**src/rtl/prd_pkg.sv**
```systemverilog
package prd_pkg;

  localparam int SEG_W  = 17;
  localparam int DESC_W = 64;

  typedef enum logic [2:0] {
    ST_IDLE,
    ST_CHECK,
    ST_FETCH_REQ,
    ST_FETCH_WAIT,
    ST_ISSUE,
    ST_DONE
  } walk_state_e;

  typedef struct packed {
    logic [31:0]      buf_addr;
    logic [SEG_W-1:0] seg_len;
    logic             final_ent;
  } entry_t;

endpackage

```
**src/rtl/prd_desc_decode.sv**
```systemverilog
module prd_desc_decode
  import prd_pkg::*;
(
  input  logic [DESC_W-1:0] raw,
  output entry_t            ent
);

  logic [31:0] ctrl_word;
  logic [14:0] half_count;

  always_comb begin
    ctrl_word     = raw[63:32];
    half_count    = ctrl_word[15:1];
    ent.buf_addr  = raw[31:0];
    ent.final_ent = ctrl_word[31];
    if (half_count == 15'd0) begin
      ent.seg_len = 17'h10000;
    end else begin
      ent.seg_len = {1'b0, half_count, 1'b0};
    end
  end

endmodule

```
**src/rtl/prd_chunk_sel.sv**
```systemverilog
module prd_chunk_sel
  import prd_pkg::*;
#(
  parameter int CNT_W = 24
) (
  input  logic [CNT_W-1:0] want,
  input  logic [SEG_W-1:0] seg_left,
  output logic [SEG_W-1:0] chunk
);

  localparam int PAD_W = CNT_W - SEG_W;

  logic [CNT_W-1:0] seg_wide;

  always_comb begin
    seg_wide = {{PAD_W{1'b0}}, seg_left};
    if (want >= seg_wide) begin
      chunk = seg_left;
    end else begin
      chunk = want[SEG_W-1:0];
    end
  end

endmodule

```
**src/rtl/prd_table_guard.sv**
```systemverilog
module prd_table_guard #(
  parameter int PAGE_BYTES = 4096,
  parameter int ENTRY_BYTES = 8,
  parameter int OFF_W = $clog2(PAGE_BYTES) + 1
) (
  input  logic             clk,
  input  logic             rst_n,
  input  logic             clear,
  input  logic             advance,
  output logic [OFF_W-1:0] offset,
  output logic             page_full
);

  localparam logic [OFF_W-1:0] LIMIT = OFF_W'(PAGE_BYTES);
  localparam logic [OFF_W-1:0] STEP  = OFF_W'(ENTRY_BYTES);

  always_ff @(posedge clk or negedge rst_n) begin
    if (!rst_n) begin
      offset <= '0;
    end else if (clear) begin
      offset <= '0;
    end else if (advance) begin
      offset <= offset + STEP;
    end
  end

  assign page_full = (offset >= LIMIT);

  // walker must never step past the one-page window
  assert_page_cap_R5: assert property (@(posedge clk) disable iff (!rst_n)
    offset <= LIMIT);

  assert_no_step_when_full_R5: assert property (@(posedge clk) disable iff (!rst_n)
    (page_full && !clear) |=> $stable(offset));

endmodule

```
**src/rtl/prd_walker.sv**
```systemverilog
module prd_walker
  import prd_pkg::*;
#(
  parameter int ADDR_W     = 32,
  parameter int CNT_W      = 24,
  parameter int PAGE_BYTES = 4096,
  parameter int DSC_W      = $clog2(PAGE_BYTES / 8) + 17
) (
  input  logic              clk,
  input  logic              rst_n,
  input  logic              start,
  input  logic [ADDR_W-1:0] table_base,
  input  logic [CNT_W-1:0]  req_bytes,
  input  logic              dir,
  output logic              busy,
  output logic              done,
  output logic              short_table,
  output logic [DSC_W-1:0]  described_bytes,
  output logic              rd_req_valid,
  input  logic              rd_req_ready,
  output logic [ADDR_W-1:0] rd_req_addr,
  input  logic              rd_rsp_valid,
  output logic              rd_rsp_ready,
  input  logic [63:0]       rd_rsp_data,
  output logic              cmd_valid,
  input  logic              cmd_ready,
  output logic [ADDR_W-1:0] cmd_addr,
  output logic [16:0]       cmd_len,
  output logic              cmd_dir
);

  localparam int OFF_W = $clog2(PAGE_BYTES) + 1;

  walk_state_e       state;
  logic [ADDR_W-1:0] base_q;
  logic [CNT_W-1:0]  want_q;
  logic              dir_q;
  logic [ADDR_W-1:0] seg_addr_q;
  logic [SEG_W-1:0]  seg_left_q;
  logic              final_q;
  logic [DSC_W-1:0]  total_q;

  entry_t            ent;
  logic [SEG_W-1:0]  chunk;
  logic [OFF_W-1:0]  tbl_off;
  logic              page_full;
  logic              take_start;
  logic              req_fire;
  logic              rsp_fire;
  logic              cmd_fire;

  prd_desc_decode u_decode (
    .raw (rd_rsp_data),
    .ent (ent)
  );

  prd_chunk_sel #(.CNT_W(CNT_W)) u_chunk (
    .want     (want_q),
    .seg_left (seg_left_q),
    .chunk    (chunk)
  );

  prd_table_guard #(
    .PAGE_BYTES  (PAGE_BYTES),
    .ENTRY_BYTES (8),
    .OFF_W       (OFF_W)
  ) u_guard (
    .clk       (clk),
    .rst_n     (rst_n),
    .clear     (take_start),
    .advance   (req_fire),
    .offset    (tbl_off),
    .page_full (page_full)
  );

  assign take_start = (state == ST_IDLE) && start;
  assign req_fire   = rd_req_valid && rd_req_ready;
  assign rsp_fire   = rd_rsp_valid && rd_rsp_ready;
  assign cmd_fire   = cmd_valid && cmd_ready;

  always_ff @(posedge clk or negedge rst_n) begin
    if (!rst_n) begin
      state      <= ST_IDLE;
      base_q     <= '0;
      want_q     <= '0;
      dir_q      <= 1'b0;
      seg_addr_q <= '0;
      seg_left_q <= '0;
      final_q    <= 1'b0;
      total_q    <= '0;
    end else begin
      unique case (state)
        ST_IDLE: begin
          if (start) begin
            base_q     <= table_base;
            want_q     <= req_bytes;
            dir_q      <= dir;
            seg_addr_q <= '0;
            seg_left_q <= '0;
            final_q    <= 1'b0;
            total_q    <= '0;
            state      <= ST_CHECK;
          end
        end
        ST_CHECK: begin
          if (seg_left_q == '0) begin
            if (final_q || page_full) begin
              state <= ST_DONE;
            end else begin
              state <= ST_FETCH_REQ;
            end
          end else if (want_q != '0) begin
            state <= ST_ISSUE;
          end else begin
            // request satisfied: drop the rest of this buffer
            seg_left_q <= '0;
          end
        end
        ST_FETCH_REQ: begin
          if (rd_req_ready) begin
            state <= ST_FETCH_WAIT;
          end
        end
        ST_FETCH_WAIT: begin
          if (rd_rsp_valid) begin
            seg_addr_q <= ADDR_W'(ent.buf_addr);
            seg_left_q <= ent.seg_len;
            final_q    <= ent.final_ent;
            total_q    <= total_q + DSC_W'(ent.seg_len);
            state      <= ST_CHECK;
          end
        end
        ST_ISSUE: begin
          if (cmd_ready) begin
            seg_addr_q <= seg_addr_q + ADDR_W'(chunk);
            seg_left_q <= seg_left_q - chunk;
            want_q     <= want_q - CNT_W'(chunk);
            state      <= ST_CHECK;
          end
        end
        ST_DONE: begin
          state <= ST_IDLE;
        end
        default: state <= ST_IDLE;
      endcase
    end
  end

  assign busy            = (state != ST_IDLE);
  assign done            = (state == ST_DONE);
  assign short_table     = done && (want_q != '0);
  assign described_bytes = total_q;
  assign rd_req_valid    = (state == ST_FETCH_REQ);
  assign rd_req_addr     = base_q + ADDR_W'(tbl_off);
  assign rd_rsp_ready    = (state == ST_FETCH_WAIT);
  assign cmd_valid       = (state == ST_ISSUE);
  assign cmd_addr        = seg_addr_q;
  assign cmd_len         = chunk;
  assign cmd_dir         = dir_q;

  assert_req_hold_R9: assert property (@(posedge clk) disable iff (!rst_n)
    (rd_req_valid && !rd_req_ready) |=> (rd_req_valid && $stable(rd_req_addr)));

  assert_single_read_R9: assert property (@(posedge clk) disable iff (!rst_n)
    req_fire |=> !rd_req_valid);

  assert_cmd_hold_R10: assert property (@(posedge clk) disable iff (!rst_n)
    (cmd_valid && !cmd_ready) |=>
      (cmd_valid && $stable(cmd_addr) && $stable(cmd_len) && $stable(cmd_dir)));

  assert_cmd_len_range_R6: assert property (@(posedge clk) disable iff (!rst_n)
    cmd_valid |-> (cmd_len != 17'd0 && cmd_len <= 17'h10000));

  assert_short_with_done_R8: assert property (@(posedge clk) disable iff (!rst_n)
    short_table |-> done);

  assert_idle_after_done_R11: assert property (@(posedge clk) disable iff (!rst_n)
    done |=> !busy);

  assert_no_cmd_after_fetch_R7: assert property (@(posedge clk) disable iff (!rst_n)
    rsp_fire |=> !cmd_valid);

  assert_total_grows_R7: assert property (@(posedge clk) disable iff (!rst_n)
    (busy && !take_start && $past(busy)) |-> (described_bytes >= $past(described_bytes)));

endmodule

```
**config.mk**
```make
export PLATFORM = sky130hd
export DESIGN_NAME = prd_walker
export DESIGN_NICKNAME = d
export VERILOG_FILES = /design/src/rtl/prd_pkg.sv /design/src/rtl/prd_desc_decode.sv /design/src/rtl/prd_chunk_sel.sv /design/src/rtl/prd_table_guard.sv /design/src/rtl/prd_walker.sv
export SDC_FILE = /design/constraint.sdc
export NUM_CORES = 1
export LEC_CHECK = 0
export BUFFER_PORTS_ARGS = -buffer_cell sky130_fd_sc_hd__buf_4
export CAP_MARGIN = 20
export CORE_MARGIN = 2
export CORE_UTILIZATION = 53
export DETAILED_ROUTE_END_ITERATION = 8
export HOLD_SLACK_MARGIN = 0.08
export PLACE_DENSITY = 0.78
export SETUP_SLACK_MARGIN = 0.2
export SYNTH_ARGS = -nofsm -noshare
export SYNTH_HDL_FRONTEND = slang
export SYNTH_HIERARCHICAL = 1
export SYNTH_SLANG_ARGS = --single-unit
```
**constraint.sdc**
```tcl
create_clock -name clk -period 6.9 [get_ports clk]
set_input_delay 0.69 -clock clk [delete_from_list [all_inputs] [get_ports clk]]
set_output_delay 0.69 -clock clk [all_outputs]
set_load 0.01 [all_outputs]
```
After elaboration in Yosys (flattened, before gate mapping). Cells that the tools add are included.

Logic and storage cells: 80. Output and inout port bits: 114. Flip-flop bits (word level): 149.

Equal/unequal tests: 12. Reduce and logical (&&, ||, !) cells: 20. $add $sub $neg: 6. Muxes and demuxes: 31. $lt $le $gt $ge: 2.

Operators by type and width (count): 17-bit 2-to-1 mux (7); 32-bit 2-to-1 mux (3); 32-bit case mux with 3 select lines (1); 17-bit case mux with 4 select lines (1); 26-bit 2-to-1 mux (2); 26-bit case mux with 2 select lines (1); 24-bit 2-to-1 mux (2); 24-bit case mux with 2 select lines (1); 32-bit by 13-bit adder with 32-bit output (1); 32-bit by 17-bit adder with 32-bit output (1); 26-bit by 17-bit adder with 26-bit output (1); 13-bit 2-to-1 mux (2); 24-bit by 17-bit >= comparator with 1-bit output (1); 24-bit nonzero test (1); 24-bit by 17-bit subtractor with 24-bit output (1); 3-bit 2-to-1 mux (7); 17-bit logical NOT (1); 17-bit subtractor (1); 15-bit logical NOT (1); 3-bit case mux with 5 select lines (1); 13-bit by 4-bit adder with 13-bit output, second input constant (1); 13-bit >= comparator, second input constant (1); 2-bit inequality test, second input constant (4); 3-bit by 2-bit == test with 1-bit output, second input constant (2); other kinds (17) (26).

Depth between registers and ports, before layout.
Depth in word-level cells: 5. Mapped depth: 18.

By module. The synthesis kept the hierarchy.

Modules (own cells, without submodules): prd_walker (area an instance 10209.8 um^2, seq. area each 3403.3 um^2, instances 1, cells an instance 1243); prd_chunk_sel (area an instance 696.9 um^2, seq. area each 0.0 um^2, instances 1, cells an instance 80); prd_table_guard (area an instance 514.2 um^2, seq. area each 250.2 um^2, instances 1, cells an instance 52); prd_desc_decode (area an instance 347.8 um^2, seq. area each 0.0 um^2, instances 1, cells an instance 55).

Worst setup path after synthesis. No wires, ideal clock.

Kind: register to register. Start point: register want_q[13]. End point: register seg_left_q[16]. Buffers on the path: 0. Arrival time: 4.521 ns. Cell stages (with the launch flop): 17. Setup slack: 2.253 ns. Clock period less this slack: 4.647 ns. Data required time: 6.774 ns. Cells stage by stage: dfrtp_1 ha_1 nand4_1 or3_1 or4_1 a31oi_4 mux2_2 ha_1 fa_1 nand2b_1 a21oi_1 o21bai_1 o31ai_1 o221ai_1 xnor2_1 nor4b_2 a311o_1.

Cells in the longest elaborated chain, start to end: 5.

RTL lines: from (decl) (RTL line prd_walker.sv:36) `logic [CNT_W-1:0] want_q;`; from (signal assigned) (RTL line prd_walker.sv:96) `want_q <= req_bytes;`; from (signal assigned) (RTL line prd_walker.sv:137) `want_q <= want_q - CNT_W'(chunk);`; 24-bit by 17-bit >= comparator with 1-bit output (RTL line prd_chunk_sel.sv:17) `if (want >= seg_wide) begin`; 17-bit 2-to-1 mux (RTL line prd_chunk_sel.sv:17); net cmd_len[0] (RTL line prd_walker.sv:28) `output logic [16:0] cmd_len,`; 17-bit subtractor (RTL line prd_walker.sv:136) `seg_left_q <= seg_left_q - chunk;`; 17-bit 2-to-1 mux (RTL line prd_walker.sv:134) `if (cmd_ready) begin`; 17-bit case mux with 4 select lines (RTL line prd_walker.sv:92) `unique case (state)`; to (signal assigned) (RTL line prd_walker.sv:127) `seg_left_q <= ent.seg_len;`; to (signal assigned) (RTL line prd_walker.sv:136); to (decl) (RTL line prd_walker.sv:39) `logic [SEG_W-1:0] seg_left_q;`.

The timed path passes the listed nets, and every way through them passes these cells. The select of a mux whose other input is x is not followed. A chain may end at the register's enable or synchronous reset.

Worst setup path in the final report.
Start point: register want_q[13]. End point: register seg_left_q[16].

Cells in the longest elaborated chain, start to end: 5.

RTL lines (RTL line): 24-bit by 17-bit >= comparator with 1-bit output (prd_chunk_sel.sv:17); 17-bit 2-to-1 mux (prd_chunk_sel.sv:17); 17-bit subtractor (prd_walker.sv:136); 17-bit 2-to-1 mux (prd_walker.sv:134); 17-bit case mux with 4 select lines (prd_walker.sv:92).

Several ways; a longest one is shown, not always the timed one. The select of a mux whose other input is x is not followed.

==> reports/metrics.cfg <==
[sta]
setup_tns_ps=0
fmax_mhz=177
finalClockSkew_ps=13.3
tightest_slew_ps=938
hold_viol_final=0
min_period_ps=5660
finalMaxSlewViolations=0
rsz0062_at_grt=false
finalSetupViolCount=0
slew-limit-headroom_pct=37.5
min_period_over_period_pct=82.0

[cts]
clock_sinks=146
cts_setup_buffers=0
numCtsBuffers=17
cts_resized=0
clock_latency_ps=440
cts.path.max_buffers=2
root_buffer=clkbuf_16
cts_tree=built
clk_pin_slew_ps=70
ctsHoldBuffers=0
htreeDepth=4

[critical_path]
cp_slowest_cell=a31oi_4
cpLargestDelayFamily=compound AO/OA/AOI/OAI gates
crit_top_cell=ha_1
cp_slowest_stage_delay_ps=670
cp-start-kind=flop
critPathArrivalTime_ps=5970
end_kind=flop
crit_required_ps=7210
critPathBufInv=0
worstPathCellList=ha_1 -> nand4_1 -> or3_1 -> or4_1 -> a31oi_4 -> mux2_2 -> ha_1 -> fa_1 -> nand2b_1 -> a21oi_1 -> o21bai_1 -> o31ai_1 -> o221ai_1 -> xnor2_1 -> nor4b_2 -> a311o_1
crit_type=flop to flop
crit_fanout=17

[power_and_ir_drop]
p_per_area_nw_per_um2=467
leakage_nw=6.81
vdd_drop_max_v=0.000289
total_power_mw=6.52

[global_route]
overflow=0
grt_pass1_vias=10900
grt_pass1_wl_mm=55.9
antenna_found_initial=1
grt_max_degree=84
grt.total_usage_pct=29.5

[yosys]
ys_warn_count=6
synth_most_common_cell=nand2_1
yosys.area.top_type=dfrtp_1
ys_seq_area_share_pct=31.0
ys_async_sr_fraction_pct=100
synthCells=1430
synthesis.area_um2=11800
synth_cell_types=89
synth_enable_flop_cells=0
synth_common_cells=nand2_1 (226), dfrtp_1 (146), nor2_1 (116)
synthTopCellsByArea=dfrtp_1 (31%), ha_1 (10%), nand2_1 (7.2%)
syn-mean-instance-area_um2=8.23
synth_top_area_share_pct=31.0
synth_seq_cells=146
synth_flop_cell=dfrtp_1

[status]
status=completed

[finish]
num-nets-final=1809
seqCellArea_um2=3650
drive_above_1_share_pct=19.3
fillerInstances=1878
syn2layout_area_growth_pct=18.6
multiInputGateArea_um2=7320

[floorplan]
dieArea_um2=23400
initial_core_util_pct=53.9
ios=241
die_h_um=153
coreArea_um2=21800
rows=54
die_w_um=153

[hold_path]
holdCritPathClass=primary input to async pin

[detailed_routing]
vias=11400
ant_nets=0
drc=0
post_drt_wl_per_cell_um=18.6
drtIter0Drc=983
dr.pass1.iters=6
vias_per_cell=6.06
routed_wl_mm=34.9

[placed_design]
dp_hpwl_mm=25.7
io_buffers=224
gp_congestion=0.938

[run]
drv_cap=0

path summary, 6_finish.rpt:
kind,start,end,slack [ps],cells after the start
setup / recovery,want_q[13]$_DFFE_PN0P_,seg_left_q[16]$_DFFE_PN0P_,1240,16
hold / removal,rst_n,cmd_dir$_DFFE_PN0P_,330,1
setup reg to reg,want_q[13]$_DFFE_PN0P_,seg_left_q[16]$_DFFE_PN0P_,1240,16
hold reg to reg,cmd_dir$_DFFE_PN0P_,cmd_dir$_DFFE_PN0P_,490,2
max in group asynchronous,rst_n,seg_left_q[5]$_DFFE_PN0P_,5180,2
min in group clk,table_base[22],base_q[22]$_DFFE_PN0P_,430,3
placed cells by master (no fill, tap or decap), types with 16 or more instances in the layout:
cell type / count
buf_4: 232
nand2_1: 226
dfrtp_1: 146
nor2_1: 115
a21oi_1: 100
ha_1: 98
o21ai_0: 85
inv_1: 63
xnor2_1: 51
nand3_1: 33
xor2_1: 33
a21o_1: 26
and3_1: 24
nor3_1: 22
a22oi_1: 17
clkbuf_16: 17
nand4_1: 16
nor4_1: 16
state kept, by name, indices dropped and copies added, names as in the netlist:
name and flops:
seg_left_q 17, final_q 1, cmd_addr 32, want_q 24, u_guard/offset 10, described_bytes 26
base_q 32, cmd_dir 1, state 3
power breakdown:
part | switching [mW] | internal (mW) | leakage [nW]
Combinational | 2.32 | 1.73 | 4.61
Clock | 0.437 | 0.588 | 0.309
Sequential | 0.324 | 1.12 | 1.89
kinds of logic after synthesis:
family / after synthesis / share of synthesized area, %
simple gates: 531 / 21.0
other cells: 2 / 0.0638
fa+ha+maj: 103 / 11.3
compound gates: 371 / 21.0
buf+inv: 170 / 6.89
mux: 23 / 2.46
xor+xnor: 84 / 6.25
flops: 146 / 31.0
final cells by class:
cell class                      count  area share [%]
Sequential cell                   146            26.2
Inverter                           65            1.75
Antenna cell                        1          0.0179
Multi-Input combinational cell   1116            52.5
Tap cell                          280            2.51
Timing Repair Buffer              233            12.6
Clock buffer                       17            3.05
Clock inverter                     15            1.48
metal layers:
layer	vias to the layer above	part of all wire [%]	global-route usage, %
met4	0	3.6	11.1
met1	5365	41	37.9
met5	-	0	0
met3	94	7.3	5.61
met2	527	48	49.3
li1	5369	-	-
per-stage QoR:
stage,cells,hold WS (ps),util (%),cell area [µm²],worst slack [ps]
3_5_place_dp,1840,477,61.0,13300,1410
4_1_cts,1872,352,63.9,14000,1320
5_1_grt,1872,374,63.9,14000,926
6_report,1873,325,63.9,14000,1240
2_1_floorplan,1432,394,-,11800,2250
3_3_place_gp,1840,465,61.0,13300,1490
Note: power is estimated with default switching activity, not from simulation.
